[src/rtl/sgate_pkg.sv]
package sgate_pkg;
   localparam int unsigned DEF_IN_STREAMS  = 4;
   localparam int unsigned DEF_OUT_STREAMS = 4;
   localparam int unsigned DEF_ADDR_W      = 8;
   localparam int unsigned DEF_DATA_W      = 32;
   localparam int unsigned DEF_WCLK_W      = 32;
   localparam int unsigned DEF_OFS_WCLK    = 'h30;
   localparam int unsigned DEF_OFS_HOLD    = 'h34;

   typedef enum logic [1:0] {
      SEL_NONE = 2'd0,
      SEL_WCLK = 2'd1,
      SEL_HOLD = 2'd2
   } sgate_sel_e;
endpackage

[src/rtl/sgate_wallclk.sv]
module sgate_wallclk #(
   parameter int unsigned WCLK_W = 32
) (
   input  logic              clk,
   input  logic              rst_n,
   input  logic              cnt_en,
   output logic [WCLK_W-1:0] count
);
   always_ff @(posedge clk or negedge rst_n) begin
      if (!rst_n)
         count <= '0;
      else if (cnt_en)
         count <= count + 1'b1;   // natural modulo wrap
   end
endmodule

[src/rtl/sgate_regs.sv]
module sgate_regs
   import sgate_pkg::*;
#(
   parameter int unsigned ADDR_W   = 8,
   parameter int unsigned DATA_W   = 32,
   parameter int unsigned NSTR     = 8,
   parameter int unsigned WCLK_W   = 32,
   parameter int unsigned OFS_WCLK = 'h30,
   parameter int unsigned OFS_HOLD = 'h34
) (
   input  logic              clk,
   input  logic              rst_n,
   input  logic [ADDR_W-1:0] addr,
   input  logic              wr,
   input  logic [DATA_W-1:0] wdata,
   input  logic [WCLK_W-1:0] wclk_val,
   output logic [NSTR-1:0]   hold_q,
   output logic [DATA_W-1:0] rdata
);
   localparam logic [ADDR_W-1:0] A_WCLK = ADDR_W'(OFS_WCLK);
   localparam logic [ADDR_W-1:0] A_HOLD = ADDR_W'(OFS_HOLD);

   sgate_sel_e sel;

   always_comb begin
      if (addr == A_HOLD)
         sel = SEL_HOLD;
      else if (addr == A_WCLK)
         sel = SEL_WCLK;
      else
         sel = SEL_NONE;
   end

   // hold register: only the stream bits exist
   always_ff @(posedge clk or negedge rst_n) begin
      if (!rst_n)
         hold_q <= '0;
      else if (wr && sel == SEL_HOLD)
         hold_q <= wdata[NSTR-1:0];
   end

   logic [DATA_W-1:0] hold_ext;
   logic [DATA_W-1:0] wclk_ext;

   generate
      if (DATA_W > NSTR) begin : g_hold_pad
         logic unused_wdata_hi;
         assign unused_wdata_hi = ^wdata[DATA_W-1:NSTR];
         assign hold_ext = {{(DATA_W-NSTR){1'b0}}, hold_q};
      end else begin : g_hold_full
         assign hold_ext = hold_q;
      end

      if (DATA_W > WCLK_W) begin : g_wclk_pad
         assign wclk_ext = {{(DATA_W-WCLK_W){1'b0}}, wclk_val};
      end else begin : g_wclk_full
         assign wclk_ext = wclk_val;
      end
   endgenerate

   always_comb begin
      unique case (sel)
         SEL_HOLD: rdata = hold_ext;
         SEL_WCLK: rdata = wclk_ext;
         default:  rdata = '0;
      endcase
   end
endmodule

[src/rtl/sgate_gate.sv]
module sgate_gate #(
   parameter int unsigned NSTR = 8
) (
   input  logic            clk,
   input  logic            rst_n,
   input  logic            frame,
   input  logic [NSTR-1:0] run,
   input  logic [NSTR-1:0] fifo_rdy,
   input  logic [NSTR-1:0] hold,
   output logic [NSTR-1:0] active
);
   // one grant flop per stream, decided only at frame boundaries
   generate
      for (genvar s = 0; s < NSTR; s++) begin : g_strm
         logic grant_d;
         assign grant_d = run[s] & ~hold[s] & fifo_rdy[s];

         always_ff @(posedge clk or negedge rst_n) begin
            if (!rst_n)
               active[s] <= 1'b0;
            else if (frame)
               active[s] <= grant_d;
         end
      end
   endgenerate
endmodule

[src/rtl/stream_start_gate.sv]
module stream_start_gate
   import sgate_pkg::*;
#(
   parameter int unsigned IN_STREAMS  = DEF_IN_STREAMS,
   parameter int unsigned OUT_STREAMS = DEF_OUT_STREAMS,
   parameter int unsigned ADDR_W      = DEF_ADDR_W,
   parameter int unsigned DATA_W      = DEF_DATA_W,
   parameter int unsigned WCLK_W      = DEF_WCLK_W,
   parameter int unsigned OFS_WCLK    = DEF_OFS_WCLK,
   parameter int unsigned OFS_HOLD    = DEF_OFS_HOLD,
   localparam int unsigned NSTR       = IN_STREAMS + OUT_STREAMS
) (
   input  logic              clk,
   input  logic              rst_n,
   input  logic [ADDR_W-1:0] bus_addr,
   input  logic              bus_wr,
   input  logic [DATA_W-1:0] bus_wdata,
   output logic [DATA_W-1:0] bus_rdata,
   input  logic [NSTR-1:0]   strm_run,
   input  logic [NSTR-1:0]   strm_fifo_rdy,
   input  logic              bclk_en,
   input  logic              frame_start,
   output logic [NSTR-1:0]   strm_active,
   output logic [WCLK_W-1:0] wall_time
);
   // elaboration-time parameter checks
   generate
      if (NSTR < 1 || NSTR > DATA_W) begin : g_bad_nstr
         $error("stream count must be 1..DATA_W");
      end
      if (WCLK_W < 2 || WCLK_W > DATA_W) begin : g_bad_wclk
         $error("WCLK_W must be 2..DATA_W");
      end
      if (OFS_WCLK == OFS_HOLD || OFS_WCLK >= (1 << ADDR_W) || OFS_HOLD >= (1 << ADDR_W)) begin : g_bad_ofs
         $error("register offsets must differ and fit ADDR_W");
      end
   endgenerate

   logic [NSTR-1:0]   sync_q;
   logic [WCLK_W-1:0] wclk_q;

   sgate_wallclk #(.WCLK_W(WCLK_W)) u_wclk (
      .clk    (clk),
      .rst_n  (rst_n),
      .cnt_en (bclk_en),
      .count  (wclk_q)
   );

   sgate_regs #(
      .ADDR_W   (ADDR_W),
      .DATA_W   (DATA_W),
      .NSTR     (NSTR),
      .WCLK_W   (WCLK_W),
      .OFS_WCLK (OFS_WCLK),
      .OFS_HOLD (OFS_HOLD)
   ) u_regs (
      .clk      (clk),
      .rst_n    (rst_n),
      .addr     (bus_addr),
      .wr       (bus_wr),
      .wdata    (bus_wdata),
      .wclk_val (wclk_q),
      .hold_q   (sync_q),
      .rdata    (bus_rdata)
   );

   // the gate sees the registered hold value, so a write landing on a
   // frame edge is applied atomically at the following frame
   sgate_gate #(.NSTR(NSTR)) u_gate (
      .clk      (clk),
      .rst_n    (rst_n),
      .frame    (frame_start),
      .run      (strm_run),
      .fifo_rdy (strm_fifo_rdy),
      .hold     (sync_q),
      .active   (strm_active)
   );

   assign wall_time = wclk_q;
endmodule

[config.mk]
export PLATFORM = sky130hd
export DESIGN_NAME = stream_start_gate
export DESIGN_NICKNAME = d
export VERILOG_FILES = /design/src/rtl/sgate_pkg.sv /design/src/rtl/sgate_wallclk.sv /design/src/rtl/sgate_regs.sv /design/src/rtl/sgate_gate.sv /design/src/rtl/stream_start_gate.sv
export SDC_FILE = /design/constraint.sdc
export NUM_CORES = 1
export LEC_CHECK = 0
export BUFFER_PORTS_ARGS = -buffer_cell sky130_fd_sc_hd__buf_2
export CAP_MARGIN = 30
export CORE_UTILIZATION = 44
export DETAILED_ROUTE_END_ITERATION = 6
export PLACE_DENSITY = 0.8
export SLEW_MARGIN = 20
export SYNTH_ARGS = -nofsm -noshare
export SYNTH_HDL_FRONTEND = slang
export SYNTH_SLANG_ARGS = --single-unit
[constraint.sdc]
create_clock -name clk -period 2.45 [get_ports clk]
set_input_delay 0.49 -clock clk [delete_from_list [all_inputs] [get_ports clk]]
set_output_delay 0.49 -clock clk [all_outputs]
set_load 0.02 [all_outputs]
==> run_results.csv, run 1 <==
group,metric,value,unit
clock_tree,htree_levels,2,
die,pin_count,133,
power,leakage,1.740,nW
clock_tree,clockBufferDepth,2,
die,die_width,74.85,um
logic_synthesis,ys_types,22,
sta,rsz0062_at_grt,"yes",
clock_tree,cts.clk_slew.worst_paths,0.09,ns
critical_path,slowest_delay,0.56,ns
finish,drive_gt1_frac,0.4693,
sta,drv_slew,0,
critical_path,crit_start,"bus_addr[1]",
critical_path,reg2reg_to,"u_wclk.count[29]",
finish,final_cells,396,
sta,fin_hold_ws,0.2429,ns
sta,worst-slew-pin-transition,0.7514,ns
critical_path,crit_path_frequent_cell,"buf_6",
logic_synthesis,synth_xor_area_frac,0.1163,
drt,ant_nets,0,
critical_path,startpoint_type,"input port",
logic_synthesis,synth.area.top_cells,"dfrtp_1 (51%), xnor2_1 (9.8%), and2_1 (6.4%)",
clock_tree,clock_latency,0.30,ns
sta,setup_tns,-0.4160,ns
logic_synthesis,synth-seq-area-share,0.5145,
logic_synthesis,synth_seq_cells,48,
logic_synthesis,yosys.area_share.simple,0.2460,
die,rows,26,
job,max_cap_violations,0,
grt,grt_max_degree,35,
outcome,violations,"setup timing",
logic_synthesis,ys_async_sr_fraction,1.000,
critical_path,crit_fanout,12,
finish,final_cell_mix,"buf_2 (75), dfrtp_1 (48), buf_6 (34), xnor2_1 (26), nand4_1 (13)",
drt,route.detailed.drc,0,
grt,antenna_found_initial,0,
logic_synthesis,syn-instance-count,207,
finish,area_delta_synth_final,45.71,%
min_path,hold_class,"input port to asynchronous set/reset pin",
critical_path,crit_buf_inv,4,
critical_path,path_cells,"buf_6 -> or4_4 -> nor4_4 -> buf_6 -> buf_12 -> and2_1 -> buf_6",
critical_path,cp.required,1.96,ns
placement,dpl.cell_count,384,
logic_synthesis,syn-num-nets,269,
sta,slew_headroom,0.4991,
logic_synthesis,yosys.area.top_type,"dfrtp_1",
logic_synthesis,synthAdderAreaFrac,0.005359,
logic_synthesis,syn_area_per_cell,11.28,um2
clock_tree,clkSinkCount,48,
finish,fillCellCount,407,
sta,fin_crit,2.496,ns
critical_path,critical_path_arrival,2.01,ns
logic_synthesis,synth_top_family_by_area,"simple AND/OR/NAND/NOR gates",
critical_path,cp_slowest_cell,"or4_4",
logic_synthesis,synthMuxAreaShare,0.04341,
placement,hpwl,3986,um
finish,layout_commonest_cell,"buf_2",
critical_path,r2r_setup_slack,0.76,ns
sta,finalWorstSetupSlack,-0.04616,ns
grt,overflow,0,
power,finalPower,1.872,mW
drt,drt_iter0_markers,117,
sta,finClkSkew,0.009984,ns
logic_synthesis,synth_edf_count,0,
outcome,run_status,"complete, but fails checks",
drt,vias_per_cell,5.076,
finish,n_antenna_cell,0,
power,peakVddDrop,0.0003759,V
sta,setup_viol,27,
logic_synthesis,synth_top_area_frac,0.5145,
die,coreArea,5107,um2
clock_tree,clockRootBuffer,"clkbuf_8",
drt,vias,2010,
sta,max_freq,400.6,MHz
drt,wl_per_cell,14.66,um
critical_path,worstRegToRegCells,5,
sta,post-route-period-util,1.019,
logic_synthesis,synth-compound-area-share,0.04716,
critical_path,worst-setup-path-type,"input port to output port",
critical_path,cp_num_cells,7,
placement,portBuffers,108,
critical_path,timing.rr.start,"u_wclk.count[5]",
die,die_height,74.85,um
placement,place_congestion,0.9001,
logic_synthesis,synthesis.area,2335,um2
grt,grt_usage,0.2082,
critical_path,endpoint,"bus_rdata[26]",
grt,grt_pass1_vias,1809,
finish,nets,387,
die,initial_core_util,0.4571,
power,p_per_area,550.4,nW/um2
sta,finalHoldViolCount,0,
logic_synthesis,synth_warnings,0,
grt,grt_pass1_wl,8749,um
logic_synthesis,synth_top_flop_cell,"dfrtp_1",
die,die_area,5602,um2
drt,drt-pass1-iter-count,4,
clock_tree,hold_buffers,0,
clock_tree,tritoncts,"yes",
critical_path,critPathCaptureType,"output port",
critical_path,crit_family,"simple AND/OR/NAND/NOR gates",
drt,drt_wl_total,5804,um
clock_tree,numCtsBuffers,5,
-- cell usage after synthesis, drive strengths merged, types with 7 or more instances --
cell type   n
nand4      13
dfrtp      48
clkbuf      7
nand3      10
nand4b     10
and3        7
nand2       9
a22o        8
mux2        9
and2       24
xnor2      26
o21ai       8
inv        10
-- cell type report --
| type | instances | area, um2 | share of cell area |
|---|---|---|---|
| Clock inverter | 3 | 42.54 | 0.01250 |
| Multi-Input combinational cell | 142 | 1109 | 0.3259 |
| Clock buffer | 5 | 68.82 | 0.02023 |
| Sequential cell | 48 | 1201 | 0.3531 |
| Inverter | 10 | 37.54 | 0.01103 |
| Timing Repair Buffer | 118 | 855.8 | 0.2516 |
| Tap cell | 70 | 87.58 | 0.02574 |
-- flip-flops by register name, summed over array words and instances (netlist names) --
name,flops
u_gate.active,8
u_regs.hold_q,8
u_wclk.count,32
-- worst register-to-register path, cell delays in order, from the launching register on --
cell	delay, ns
dfrtp_1	0.50
nand4_1	0.25
nor4_2	0.31
buf_4	0.21
nand4b_1	0.15
xnor2_1	0.17
-- power by group --
group          leakage (nW)  internal, mW  switching [mW]  total (mW)
clock network        0.0541         0.302           0.262       0.564
logic                  1.04         0.138           0.198       0.336
registers             0.650         0.865           0.108       0.972
-- through the flow --
stage | area [um2] | utilization | setup WS [ns]
finish | 3402 | 0.6661 | -0.04616
global route | 3402 | 0.6661 | -0.1123
CTS | 3272 | 0.6406 | -0.03204
detailed placement | 3003 | 0.5879 | -0.07714
global placement | 3003 | 0.5879 | -0.04056
floorplan | 2335 | - | 0.001274
-- cell families after synthesis --
| kind of cell | Yosys count |
|---|---|
| simple gates | 85 |
| flops | 48 |
| xor+xnor | 31 |
| buf+inv | 17 |
| compound gates | 16 |
| mux | 9 |
| fa+ha+maj | 1 |
-- repair_timing --
item / 4_1_cts / 5_1_grt
pin swaps: 2 / 4
buffers inserted: 2 / 1
resized for setup: 47 / 30
gates cloned: 1 / 2
setup endpoints to repair: 19 / 32
-- worst min path at each step --
stage	startpoint	end	slack [ns]	depth (start not counted)
6_report	rst_n	u_wclk.count[31]	0.24	1
3_3_place_gp	u_wclk.count[31]	u_wclk.count[31]	0.48	1
4_1_cts	rst_n	u_wclk.count[31]	0.26	1
2_1_floorplan	rst_n	u_gate.active[0]	0.19	0
5_1_grt	rst_n	u_wclk.count[31]	0.30	1
3_5_place_dp	u_wclk.count[20]	u_wclk.count[20]	0.49	1
-- metal layers --
layer  vias to the layer above  global-route usage  part of all wire
met5                         -                   0                 0
met4                         0             0.06709             0.017
met3                        11             0.03748             0.037
met2                        60              0.3383              0.52
met1                       970              0.2837              0.43
li1                        969                   -                 -
(Power assumes the default switching activity.)
==> run 2, diff against run 1 <==
--- a/config.mk
+++ b/config.mk
@@ -5,11 +5,12 @@
 export SDC_FILE = /design/constraint.sdc
 export NUM_CORES = 1
 export LEC_CHECK = 0
-export BUFFER_PORTS_ARGS = -buffer_cell sky130_fd_sc_hd__buf_2
+export BUFFER_PORTS_ARGS = -buffer_cell sky130_fd_sc_hd__buf_4
 export CAP_MARGIN = 30
 export CORE_UTILIZATION = 44
 export DETAILED_ROUTE_END_ITERATION = 6
 export PLACE_DENSITY = 0.8
+export REMOVE_ABC_BUFFERS = 1
 export SLEW_MARGIN = 20
 export SYNTH_ARGS = -nofsm -noshare
 export SYNTH_HDL_FRONTEND = slang
==> run 2 against run 1 <==
  * The flow now finishes without violations
  * Non-clock buffer count is 5 lower
  * Critical path type unchanged
  * Core utilization is 0.42 points higher
  * Fmax is 2.6% higher
  * Wire length is 2.2% lower
  * Power is 3.8% lower
  * Final cell count is 1.5% lower
==> run_results.csv, run 2 (synthesis gave the netlist of run 1 again) <==
group,metric,value,unit
clock_tree,tritoncts,"yes",
sta,rsz0062_at_grt,"yes",
clock_tree,post-cts-setup-buffers,0,
finish,seqCellArea,1201,um2
sta,fin_crit,2.434,ns
placement,place_congestion,0.7731,
min_path,hold_class,"input port to asynchronous set/reset pin",
grt,grt_pass1_wl,8990,um
grt,overflow,0,
grt,grt_pass1_vias,1894,
drt,drt-pass1-iter-count,4,
clock_tree,clock_latency,0.29,ns
sta,fin_hold_ws,0.1998,ns
clock_tree,numCtsBuffers,5,
sta,finClkSkew,0.005120,ns
power,finalPower,1.801,mW
finish,nets,382,
sta,drv_slew,0,
clock_tree,htree_levels,2,
sta,slew_headroom,0.5991,
clock_tree,clockBufferDepth,2,
drt,vias_per_cell,5.082,
finish,largest_register,"u_wclk.count",
outcome,run_status,"complete, no violations",
drt,drt_wl_total,5678,um
placement,dpl.cell_count,383,
finish,largest_reg_flops,32,
finish,area_delta_synth_final,46.62,%
grt,antenna_found_initial,0,
sta,finalHoldViolCount,0,
critical_path,crit_fanout,14,
finish,final_cells,390,
sta,finalWorstSetupSlack,0.01639,ns
critical_path,worst-setup-path-type,"input port to output port",
power,peakVddDrop,0.0006598,V
finish,reg_top3,"u_wclk.count x32, u_gate.active x8, u_regs.hold_q x8",
job,max_cap_violations,0,
die,rows,26,
grt,grt_max_degree,49,
clock_tree,cts.clk_slew.worst_paths,0.08,ns
drt,wl_per_cell,14.56,um
placement,dp_slack,-0.01339,ns
die,die_height,74.85,um
critical_path,startpoint_type,"input port",
finish,layout_commonest_cell,"buf_4",
placement,hpwl,4118,um
finish,multi_input_area,1081,um2
grt,grt_usage,0.2126,
finish,drive_gt1_frac,0.4219,
sta,setup_tns,0,ns
critical_path,critPathCaptureType,"output port",
clock_tree,clkSinkCount,48,
die,pin_count,133,
critical_path,critical_path_arrival,1.94,ns
drt,drt_iter0_markers,117,
sta,setup_viol,0,
placement,portBuffers,108,
finish,final_cell_mix,"buf_4 (89), dfrtp_1 (48), xnor2_1 (26), buf_6 (24), and2_1 (23)",
critical_path,worstRegToRegCells,4,
power,p_per_area,526.0,nW/um2
power,leakage,1.704,nW
drt,ant_nets,0,
sta,max_freq,410.9,MHz
finish,n_antenna_cell,0,
critical_path,cp.required,1.96,ns
die,coreArea,5107,um2
die,die_width,74.85,um
sta,post-route-period-util,0.9933,
sta,worst-slew-pin-transition,0.6013,ns
clock_tree,clockRootBuffer,"clkbuf_8",
drt,route.detailed.drc,0,
finish,fillCellCount,424,
drt,vias,1982,
die,initial_core_util,0.4571,
die,die_area,5602,um2
run 2: critical path, stage by stage:
cell and delay (ns):
buf_6 0.09, or4_4 0.56, nor4_4 0.30, buf_6 0.21, a22o_1 0.15, buf_4 0.14
run 2: layout make-up:
class                      instances  share of cell area
tap                               70             0.02558
multi-input combinational        142              0.3158
clock buffer                       6             0.02120
timing repair buffer             113              0.2741
sequential                        48              0.3509
clock inverter                     1            0.001462
inverter                          10             0.01096
run 2: final timing paths:
check	from	to	slack, ns
max	bus_addr[1]	bus_rdata[6]	0.02
min	rst_n	u_gate.active[5]	0.20
max reg2reg	u_wclk.count[12]	u_wclk.count[22]	0.73
min reg2reg	u_wclk.count[31]	u_wclk.count[31]	0.49
max in group asynchronous	rst_n	u_gate.active[0]	1.84
min in group clk	bclk_en	u_wclk.count[0]	0.42
run 2: metal layers:
| layer | vias up | share of wire | GRT usage |
|---|---|---|---|
| met5 | - | 0 | 0 |
| met4 | 0 | 0.011 | 0.07128 |
| met3 | 5 | 0.032 | 0.02945 |
| met2 | 53 | 0.52 | 0.3684 |
| met1 | 966 | 0.43 | 0.2748 |
| li1 | 958 | - | - |
run 2: timing repair:
item                       in CTS  in global routing
hold buffers                    0                  0
setup endpoints to repair      13                 32
gates resized for setup         0                 25
run 2: stage by stage:
step                      area (um2)  utilization
after detailed placement        3253       0.6369
after CTS                       3331       0.6521
final                           3423       0.6703
after global placement          3253       0.6369
after global routing            3423       0.6703
after floorplan                 2308            -
run 2: where the power goes:
| group | switching, mW | internal, mW |
|---|---|---|
| sequential | 0.107 | 0.865 |
| clock | 0.249 | 0.195 |
| combinational | 0.196 | 0.189 |
| total | 0.552 | 1.25 |
